[config.mk]
export PLATFORM = sky130hd
export DESIGN_NAME = mac_sat_unit
export DESIGN_NICKNAME = d
export VERILOG_FILES = /design/src/rtl/mac_pkg.sv /design/src/rtl/mac_mult.sv /design/src/rtl/mac_sat.sv /design/src/rtl/mac_acc.sv /design/src/rtl/mac_sat_unit.sv
export SDC_FILE = /design/constraint.sdc
export NUM_CORES = 2
export LEC_CHECK = 0
export ABC_AREA = 1
export BUFFER_PORTS_ARGS = -buffer_cell sky130_fd_sc_hd__buf_2
export CAP_MARGIN = 20
export CELL_PAD_IN_SITES_DETAIL_PLACEMENT = 2
export CELL_PAD_IN_SITES_GLOBAL_PLACEMENT = 2
export CORE_ASPECT_RATIO = 0.7
export CORE_MARGIN = 2
export CORE_UTILIZATION = 40
export DETAILED_ROUTE_END_ITERATION = 10
export PLACE_DENSITY_LB_ADDON = 0.1
export SETUP_SLACK_MARGIN = 0.05
export SLEW_MARGIN = 20
export SYNTH_ARGS = -nofsm -noshare
export SYNTH_HDL_FRONTEND = slang
export SYNTH_HIERARCHICAL = 1
export SYNTH_SLANG_ARGS = --single-unit
[constraint.sdc]
create_clock -name clk_i -period 8.1 [get_ports clk_i]
set_input_delay 0.405 -clock clk_i [delete_from_list [all_inputs] [get_ports clk_i]]
set_output_delay 0.405 -clock clk_i [all_outputs]
set_load 0.005 [all_outputs]
[src/rtl/mac_pkg.sv]
package mac_pkg;
  typedef enum logic {
    MODE_LONG = 1'b0,
    MODE_WORD = 1'b1
  } mac_mode_e;
endpackage

[src/rtl/mac_mult.sv]
module mac_mult #(
  parameter int DATA_W = 32
) (
  input  logic                   clk_i,
  input  logic                   rst_ni,
  input  logic                   valid_i,
  input  mac_pkg::mac_mode_e     mode_i,
  input  logic                   sat_i,
  input  logic [DATA_W-1:0]      a_i,
  input  logic [DATA_W-1:0]      b_i,
  output logic                   valid_o,
  output mac_pkg::mac_mode_e     mode_o,
  output logic                   sat_o,
  output logic [2*DATA_W-1:0]    prod_o
);
  localparam int HALF_W = DATA_W / 2;
  localparam int ACC_W  = 2 * DATA_W;

  logic signed [DATA_W-1:0] a_sel, b_sel;
  logic signed [ACC_W-1:0]  a_ext, b_ext, prod_c;

  always_comb begin
    if (mode_i == mac_pkg::MODE_WORD) begin
      a_sel = {{HALF_W{a_i[HALF_W-1]}}, a_i[HALF_W-1:0]};
      b_sel = {{HALF_W{b_i[HALF_W-1]}}, b_i[HALF_W-1:0]};
    end else begin
      a_sel = a_i;
      b_sel = b_i;
    end
    a_ext  = {{DATA_W{a_sel[DATA_W-1]}}, a_sel};
    b_ext  = {{DATA_W{b_sel[DATA_W-1]}}, b_sel};
    prod_c = a_ext * b_ext;
  end

  always_ff @(posedge clk_i or negedge rst_ni) begin
    if (!rst_ni) begin
      valid_o <= 1'b0;
      mode_o  <= mac_pkg::MODE_LONG;
      sat_o   <= 1'b0;
      prod_o  <= '0;
    end else begin
      valid_o <= valid_i;
      if (valid_i) begin
        mode_o <= mode_i;
        sat_o  <= sat_i;
        prod_o <= prod_c;
      end
    end
  end

  // stage valid follows the request by one edge
  a_r2_stage_set: assert property (@(posedge clk_i) disable iff (!rst_ni)
    valid_i |=> valid_o);
  a_r2_stage_clr: assert property (@(posedge clk_i) disable iff (!rst_ni)
    !valid_i |=> !valid_o);
endmodule

[src/rtl/mac_sat.sv]
module mac_sat #(
  parameter int DATA_W = 32
) (
  input  logic [2*DATA_W-1:0]  acc_i,
  input  logic [2*DATA_W-1:0]  prod_i,
  input  mac_pkg::mac_mode_e   mode_i,
  input  logic                 sat_i,
  output logic [2*DATA_W-1:0]  res_o
);
  localparam int HALF_W = DATA_W / 2;
  localparam int ACC_W  = 2 * DATA_W;
  localparam logic signed [ACC_W-1:0] POS_LIM = {{(DATA_W+1){1'b0}}, {(DATA_W-1){1'b1}}};
  localparam logic signed [ACC_W-1:0] NEG_LIM = {{(DATA_W+1){1'b1}}, {(DATA_W-1){1'b0}}};
  localparam logic [DATA_W-1:0] HI_SET  = {{HALF_W{1'b1}}, {HALF_W{1'b0}}};
  localparam logic [DATA_W-1:0] HI_KEEP = {{(HALF_W+1){1'b0}}, {(HALF_W-1){1'b1}}};
  localparam logic [DATA_W-1:0] W_MAX   = {1'b0, {(DATA_W-1){1'b1}}};
  localparam logic [DATA_W-1:0] W_MIN   = {1'b1, {(DATA_W-1){1'b0}}};
  localparam logic [DATA_W-1:0] OVF_HI  = DATA_W'(1);

  logic signed [ACC_W-1:0] sum;
  logic [DATA_W-1:0]       sum_hi, sum_lo;

  always_comb begin
    sum    = $signed(acc_i) + $signed(prod_i);
    sum_hi = sum[ACC_W-1:DATA_W];
    sum_lo = sum[DATA_W-1:0];
    res_o  = sum;
    if (sat_i) begin
      if (mode_i == mac_pkg::MODE_LONG) begin
        // long: only the top bits of the high word are patched
        res_o = sum[ACC_W-1] ? {sum_hi | HI_SET, sum_lo} : {sum_hi & HI_KEEP, sum_lo};
      end else if (sum < NEG_LIM) begin
        res_o = {OVF_HI, W_MIN};
      end else if (sum > POS_LIM) begin
        res_o = {OVF_HI, W_MAX};
      end
    end
  end
endmodule

[src/rtl/mac_acc.sv]
module mac_acc #(
  parameter int DATA_W = 32
) (
  input  logic                 clk_i,
  input  logic                 rst_ni,
  input  logic                 clear_i,
  input  logic                 load_hi_i,
  input  logic                 load_lo_i,
  input  logic [DATA_W-1:0]    load_data_i,
  input  logic                 upd_i,
  input  logic [2*DATA_W-1:0]  upd_val_i,
  output logic [DATA_W-1:0]    hi_o,
  output logic [DATA_W-1:0]    lo_o
);
  always_ff @(posedge clk_i or negedge rst_ni) begin
    if (!rst_ni) begin
      hi_o <= '0;
      lo_o <= '0;
    end else if (clear_i) begin
      hi_o <= '0;
      lo_o <= '0;
    end else if (load_hi_i || load_lo_i) begin
      if (load_hi_i) hi_o <= load_data_i;
      if (load_lo_i) lo_o <= load_data_i;
    end else if (upd_i) begin
      {hi_o, lo_o} <= upd_val_i;
    end
  end


  a_r8_clear_zero: assert property (@(posedge clk_i) disable iff (!rst_ni)
    clear_i |=> (hi_o == '0 && lo_o == '0));

  a_r9_load_hi: assert property (@(posedge clk_i) disable iff (!rst_ni)
    (load_hi_i && !clear_i) |=> hi_o == $past(load_data_i));
  a_r9_load_lo_keeps_hi: assert property (@(posedge clk_i) disable iff (!rst_ni)
    (load_lo_i && !load_hi_i && !clear_i) |=> (lo_o == $past(load_data_i) && $stable(hi_o)));
endmodule

[src/rtl/mac_sat_unit.sv]
module mac_sat_unit #(
  parameter int DATA_W = 32
) (
  input  logic              clk_i,
  input  logic              rst_ni,
  input  logic              op_valid_i,
  input  logic              mode_i,
  input  logic              sat_i,
  input  logic [DATA_W-1:0] op_a_i,
  input  logic [DATA_W-1:0] op_b_i,
  input  logic              clear_i,
  input  logic              load_hi_i,
  input  logic              load_lo_i,
  input  logic [DATA_W-1:0] load_data_i,
  output logic [DATA_W-1:0] acc_hi_o,
  output logic [DATA_W-1:0] acc_lo_o,
  output logic              done_o
);
  localparam int ACC_W  = 2 * DATA_W;
  localparam int HALF_W = DATA_W / 2;

  mac_pkg::mac_mode_e mode_in, st_mode;
  logic               st_valid, st_sat;
  logic [ACC_W-1:0]   st_prod, wb_val;

  assign mode_in = mac_pkg::mac_mode_e'(mode_i);

  mac_mult #(.DATA_W(DATA_W)) u_mult (
    .clk_i   (clk_i),
    .rst_ni  (rst_ni),
    .valid_i (op_valid_i),
    .mode_i  (mode_in),
    .sat_i   (sat_i),
    .a_i     (op_a_i),
    .b_i     (op_b_i),
    .valid_o (st_valid),
    .mode_o  (st_mode),
    .sat_o   (st_sat),
    .prod_o  (st_prod)
  );

  mac_sat #(.DATA_W(DATA_W)) u_sat (
    .acc_i  ({acc_hi_o, acc_lo_o}),
    .prod_i (st_prod),
    .mode_i (st_mode),
    .sat_i  (st_sat),
    .res_o  (wb_val)
  );

  mac_acc #(.DATA_W(DATA_W)) u_acc (
    .clk_i       (clk_i),
    .rst_ni      (rst_ni),
    .clear_i     (clear_i),
    .load_hi_i   (load_hi_i),
    .load_lo_i   (load_lo_i),
    .load_data_i (load_data_i),
    .upd_i       (st_valid),
    .upd_val_i   (wb_val),
    .hi_o        (acc_hi_o),
    .lo_o        (acc_lo_o)
  );

  always_ff @(posedge clk_i or negedge rst_ni) begin
    if (!rst_ni) done_o <= 1'b0;
    else         done_o <= st_valid;
  end

  logic lands_clean;
  assign lands_clean = st_valid && st_sat && !clear_i && !load_hi_i && !load_lo_i;


  a_r2_done_latency: assert property (@(posedge clk_i) disable iff (!rst_ni)
    op_valid_i |-> ##2 done_o);

  a_r5_long_sat_shape: assert property (@(posedge clk_i) disable iff (!rst_ni)
    (lands_clean && st_mode == mac_pkg::MODE_LONG) |=>
      (acc_hi_o[DATA_W-1] ? (&acc_hi_o[DATA_W-1:HALF_W]) : (acc_hi_o[DATA_W-1:HALF_W-1] == '0)));

  a_r7_word_sat_bounded: assert property (@(posedge clk_i) disable iff (!rst_ni)
    (lands_clean && st_mode == mac_pkg::MODE_WORD) |=>
      ((acc_hi_o == '0 && !acc_lo_o[DATA_W-1]) ||
       (acc_hi_o == '1 &&  acc_lo_o[DATA_W-1]) ||
       (acc_hi_o == DATA_W'(1) &&
        (acc_lo_o == {1'b1, {(DATA_W-1){1'b0}}} || acc_lo_o == {1'b0, {(DATA_W-1){1'b1}}}))));
endmodule

After elaboration in Yosys (flattened, before gate mapping)
Cells that the tools add are included.
- flip-flop bits (word level): 132
- output and inout bits: 65
- add/subtract/negate cells: 1
- multipliers: 1
- $lt $le $gt $ge: 2
- equality and inequality tests: 2
- muxes and demuxes: 15
- reductions and logical operators: 4
- operator list (kind ; count):
    2-to-1 mux 32 bit ; 10
    2-to-1 mux 64 bit ; 5
    adder 64 bit ; 1
    greater-than comparator 64 x 32 -> 1 bit (second input constant) ; 1
    less-than comparator 64 x 32 -> 1 bit (second input constant) ; 1
    multiplier 32 x 32 -> 64 bit ; 1
    inequality test 3 bit (second input constant) ; 2
    AND reduction 2 bit ; 2
    nonzero test 3 bit ; 1
    logical OR 1 bit ; 1

Logic depth before layout (Yosys ltp)
- depth in word-level cells: 9
- depth in mapped cells: 38

Cells and area by module
Netlist, hierarchy kept.
- by module, submodules not included (module ; instances ; cells each ; area an instance (um^2) ; seq. area each (um^2)):
    mac_mult ; 1 ; 5138 ; 41026.8 ; 1676.6
    mac_sat ; 1 ; 1569 ; 7292.0 ; 0.0
    mac_acc ; 1 ; 450 ; 3106.7 ; 1601.5
    mac_sat_unit ; 1 ; 1 ; 25.0 ; 25.0

Worst setup path after synthesis
Ideal clock, no wire load.
- kind: input -> register
- from: in op_a_i[15]
- to: reg u_mult.prod_o[58]
- library setup time: 117 ps
- arrival: 7527 ps
- data required time: 7983 ps
- setup slack: 456 ps
- stages: 32
- buffers on the path: 2
- path through: buf_2 > nand2_1 > inv_2 > a21oi_1 > inv_1 > buf_2 > nand2_1 > inv_1 > fa_1 > fa_1 > fa_1 > fa_1 > inv_1 > fa_1 > inv_1 > fa_1 > inv_1 > fa_1 > fa_1 > inv_1 > ha_1 > nand2_1 > nor2_1 > inv_1 > nor3_1 > nand2_1 > nor2_1 > nand2_1 > nand2_1 > nand2_1 > nand3_1 > nand2_1
- cells in the longest elaborated chain, start to end: 2
- ends and longest elaborated chain (what ; line ; RTL):
    start, declared ; mac_sat_unit.sv:9 ; input logic [DATA_W-1:0] op_a_i,
    2-to-1 mux 32 bit ; mac_mult.sv:23 ; if (mode_i == mac_pkg::MODE_WORD) begin
    multiplier 32 x 32 -> 64 bit ; mac_mult.sv:32 ; prod_c = a_ext * b_ext;
    end signal, assigned ; mac_mult.sv:46 ; prod_o <= prod_c;
    end, declared ; mac_mult.sv:14 ; output logic [2*DATA_W-1:0] prod_o
Every way passes these cells.
A chain may end at the register's enable or synchronous reset.

Worst setup path after layout
- from: in op_a_i[15]
- to: reg u_mult.prod_o[27]
The elaborated chain is that of the path after synthesis.

==> impl_metrics.toml <==
[detailed_routing]
via_count = 49720
drc = 0
drtPass1Iterations = 6
wl_met1_um = 121100
wl_met3_um = 26710
via_per_inst = 5.421
drtIter0Drc = 4413
ant_nets = 0
top_layer_used = "met5"
met2_length_um = 112700
routed_wirelength_um = 267900
wl_per_cell_um = 29.22

[final_layout]
fillers = 15400
fin_nets = 8853
syn2layout_area_growth_pct = 9.958
final_layout_size_suffix_gt1_share_pct = 9.958
final_cell_area_sq_mm = 0.05657
post-route-util_pct = 44.15

[floorplan]
pin_count = 169
die_w_um = 432.7
die-area_sq_mm = 0.1316
start_util_pct = 40.15
core_sq_mm = 0.1281
die_h_um = 304.1
num_rows = 110

[placement]
place_ws_ns = -0.2097
placed_area_sq_mm = 0.05589
portBuffers = 168
dpl.hpwl_um = 237600
gp_congestion = 0.9842

[clock_network]
clock-root-buffer = "clkbuf_16"
htreeDepth = 4
cts_tree = "yes"
clk_latency_ns = 0.50
path_clk_slew_ns = 0.07
cts_buffers = 17
clock_path_buffers = 2
cts_sinks = 132

[synthesis]
synth_top_area_share_pct = 42.14
synth-seq-cells = 132
async_reset_ff_share_pct = 100.0
synth_edf_count = 0
yosysMostFrequentCell = "nand2_1"
yosys_warnings = 6
ys_types = 46
synth_seq_area_share_pct = 6.420
synth-main-ff-cell = "dfrtp_1"
synth_area_sq_mm = 0.05145
syn_nets = 8592
yosysTopAreaCell = "fa_1"
ys_top_cells_by_count = "nand2_1 (2438), inv_1 (1820), fa_1 (1083)"
synth_cells = 7158
synth_area_leaders = "fa_1 (42%), nand2_1 (18%), inv_1 (13%)"
syn_area_per_cell_sq_um = 7.188

[critical_path]
cp-start-kind = "input pin"
critPathArrivalTime_ns = 8.23
critPathKind = "in2reg"
critPathMaxFanout = 8
cp-end-kind = "flip-flop"
worstPathRequired_ns = 8.48

[timing]
rsz0062_at_grt = "false"
worst_pin_slew_ns = 1.197
setup_viol = 0
slew_headroom_pct = 19.63
hold_viol_final = 0
fmax_mhz = 127.4
min_period_over_period_pct = 96.93
finalMaxSlewViolations = 0
period_minus_slack_ns = 7.852
fin_ws_ns = 0.2484
finalSetupTns_ns = 0
clock-skew-final_ns = 0.01413

[global_routing]
grt_max_degree = 65
grt_pass1_vias = 56780
grt_overflow_total = 0
grt_antenna_before_repair = 9
track_usage_pct = 41.18
grt_pass1_wl_um = 391500

[job]
max_cap_violations = 0

[min_path]
hp-class = "in2reg"

[run_status]
status = "finished clean"
repair_timing:
item,4_1_cts,5_1_grt
gates resized for setup,0,21
hold endpoints to repair,31,0
hold buffers,1,0
endpoints found under the setup margin,0,17
setup buffers,0,1
state kept, by name, indices dropped and copies added (netlist names):
register and flops:
u_acc/lo_o 32, u_mult/sat_o 1, u_mult/valid_o 1, u_mult/prod_o 64
u_mult/mode_o 1, done_o 1, u_acc/hi_o 32
final timing paths:
check                                   from  cells past startpoint  slack, ns                 to
min                                    sat_i                      3       0.15       u_mult/sat_o
max                               op_a_i[15]                     28       0.25  u_mult/prod_o[27]
min reg2reg                 u_mult/prod_o[4]                      2       0.51   u_mult/prod_o[4]
max reg2reg                u_mult/prod_o[20]                     23       1.71     u_acc/hi_o[27]
min in group asynchronous             rst_ni                      2       0.37      u_acc/lo_o[8]
max in group asynchronous             rst_ni                      3       6.55  u_mult/prod_o[28]
cells by family after synthesis:
group / after synthesis / synth area share, %
and+or+nand+nor: 3301 / 25.89
buffers and inverters: 2097 / 15.69
adders and majority gates: 1330 / 48.15
AOI/OAI and AO/OA: 244 / 2.933
DFF: 132 / 6.420
xor gates and xnor gates: 54 / 0.9192
placed cells by master, fill, tap and decap left out, types with 9 or more instances in the layout:
cell       count
nor2_1       474
nand3_2       21
a21oi_4        9
clkinv_1       9
clkbuf_16     17
nand2_1     2438
dfrtp_1      132
xnor2_1       50
nand2_2       45
nand4_1       34
nor2_4         9
nand3b_1      12
a21oi_1      121
inv_2         38
buf_2        167
nor3_1        16
o21bai_1      12
o21ai_0       41
a21oi_2       43
buf_12        17
inv_1       1818
o21ai_1       13
fa_1        1081
nor3_2        11
nor2_2        46
ha_1         245
buf_4        281
nand3_1      172
critical path, stage by stage:
cell     delay, ns
buf_2         0.20
nand2_1       0.09
inv_2         0.08
buf_4         0.20
a21oi_2       0.07
inv_1         0.36
nand2_1       0.29
fa_1          0.67
fa_1          0.50
fa_1          0.52
fa_1          0.58
inv_1         0.06
fa_1          0.51
fa_1          0.64
fa_1          0.48
fa_1          0.48
ha_1          0.41
nand2_2       0.13
inv_1         0.05
a21oi_1       0.16
buf_4         0.16
nor2_1        0.04
nor2_1        0.11
buf_4         0.16
nand3_1       0.22
or2_1         0.28
nand3_1       0.27
nand2_1       0.08
per-layer routing:
metal,vias to the layer above,track usage [%]
li1,20840,-
met1,26240,60.48
met2,2204,59.83
met3,420,10.57
met4,16,10.85
met5,-,1.020
area by class of cell:
class | instances | area (sq um) | area share [%]
well taps | 1736 | 2172 | 3.839
repair buffers | 468 | 3318 | 5.865
clock inverters | 11 | 126.4 | 0.2234
flip-flops and latches | 132 | 3303 | 5.839
inverters | 1871 | 7039 | 12.44
diodes | 4 | 10.01 | 0.01769
clock buffers | 20 | 466.7 | 0.8249
multi-input cells | 4929 | 40140 | 70.95
through the flow:
step / hold WS (ns) / instances
2_1_floorplan: 0.1094 / 7158
3_3_place_gp: 0.3193 / 9134
3_5_place_dp: 0.3249 / 9134
4_1_cts: 0.1342 / 9166
5_1_grt: 0.1585 / 9168
6_report: 0.1529 / 9171
Power is not shown: default switching activity piles up to over one toggle a cycle in this logic, so the estimate is an artifact.
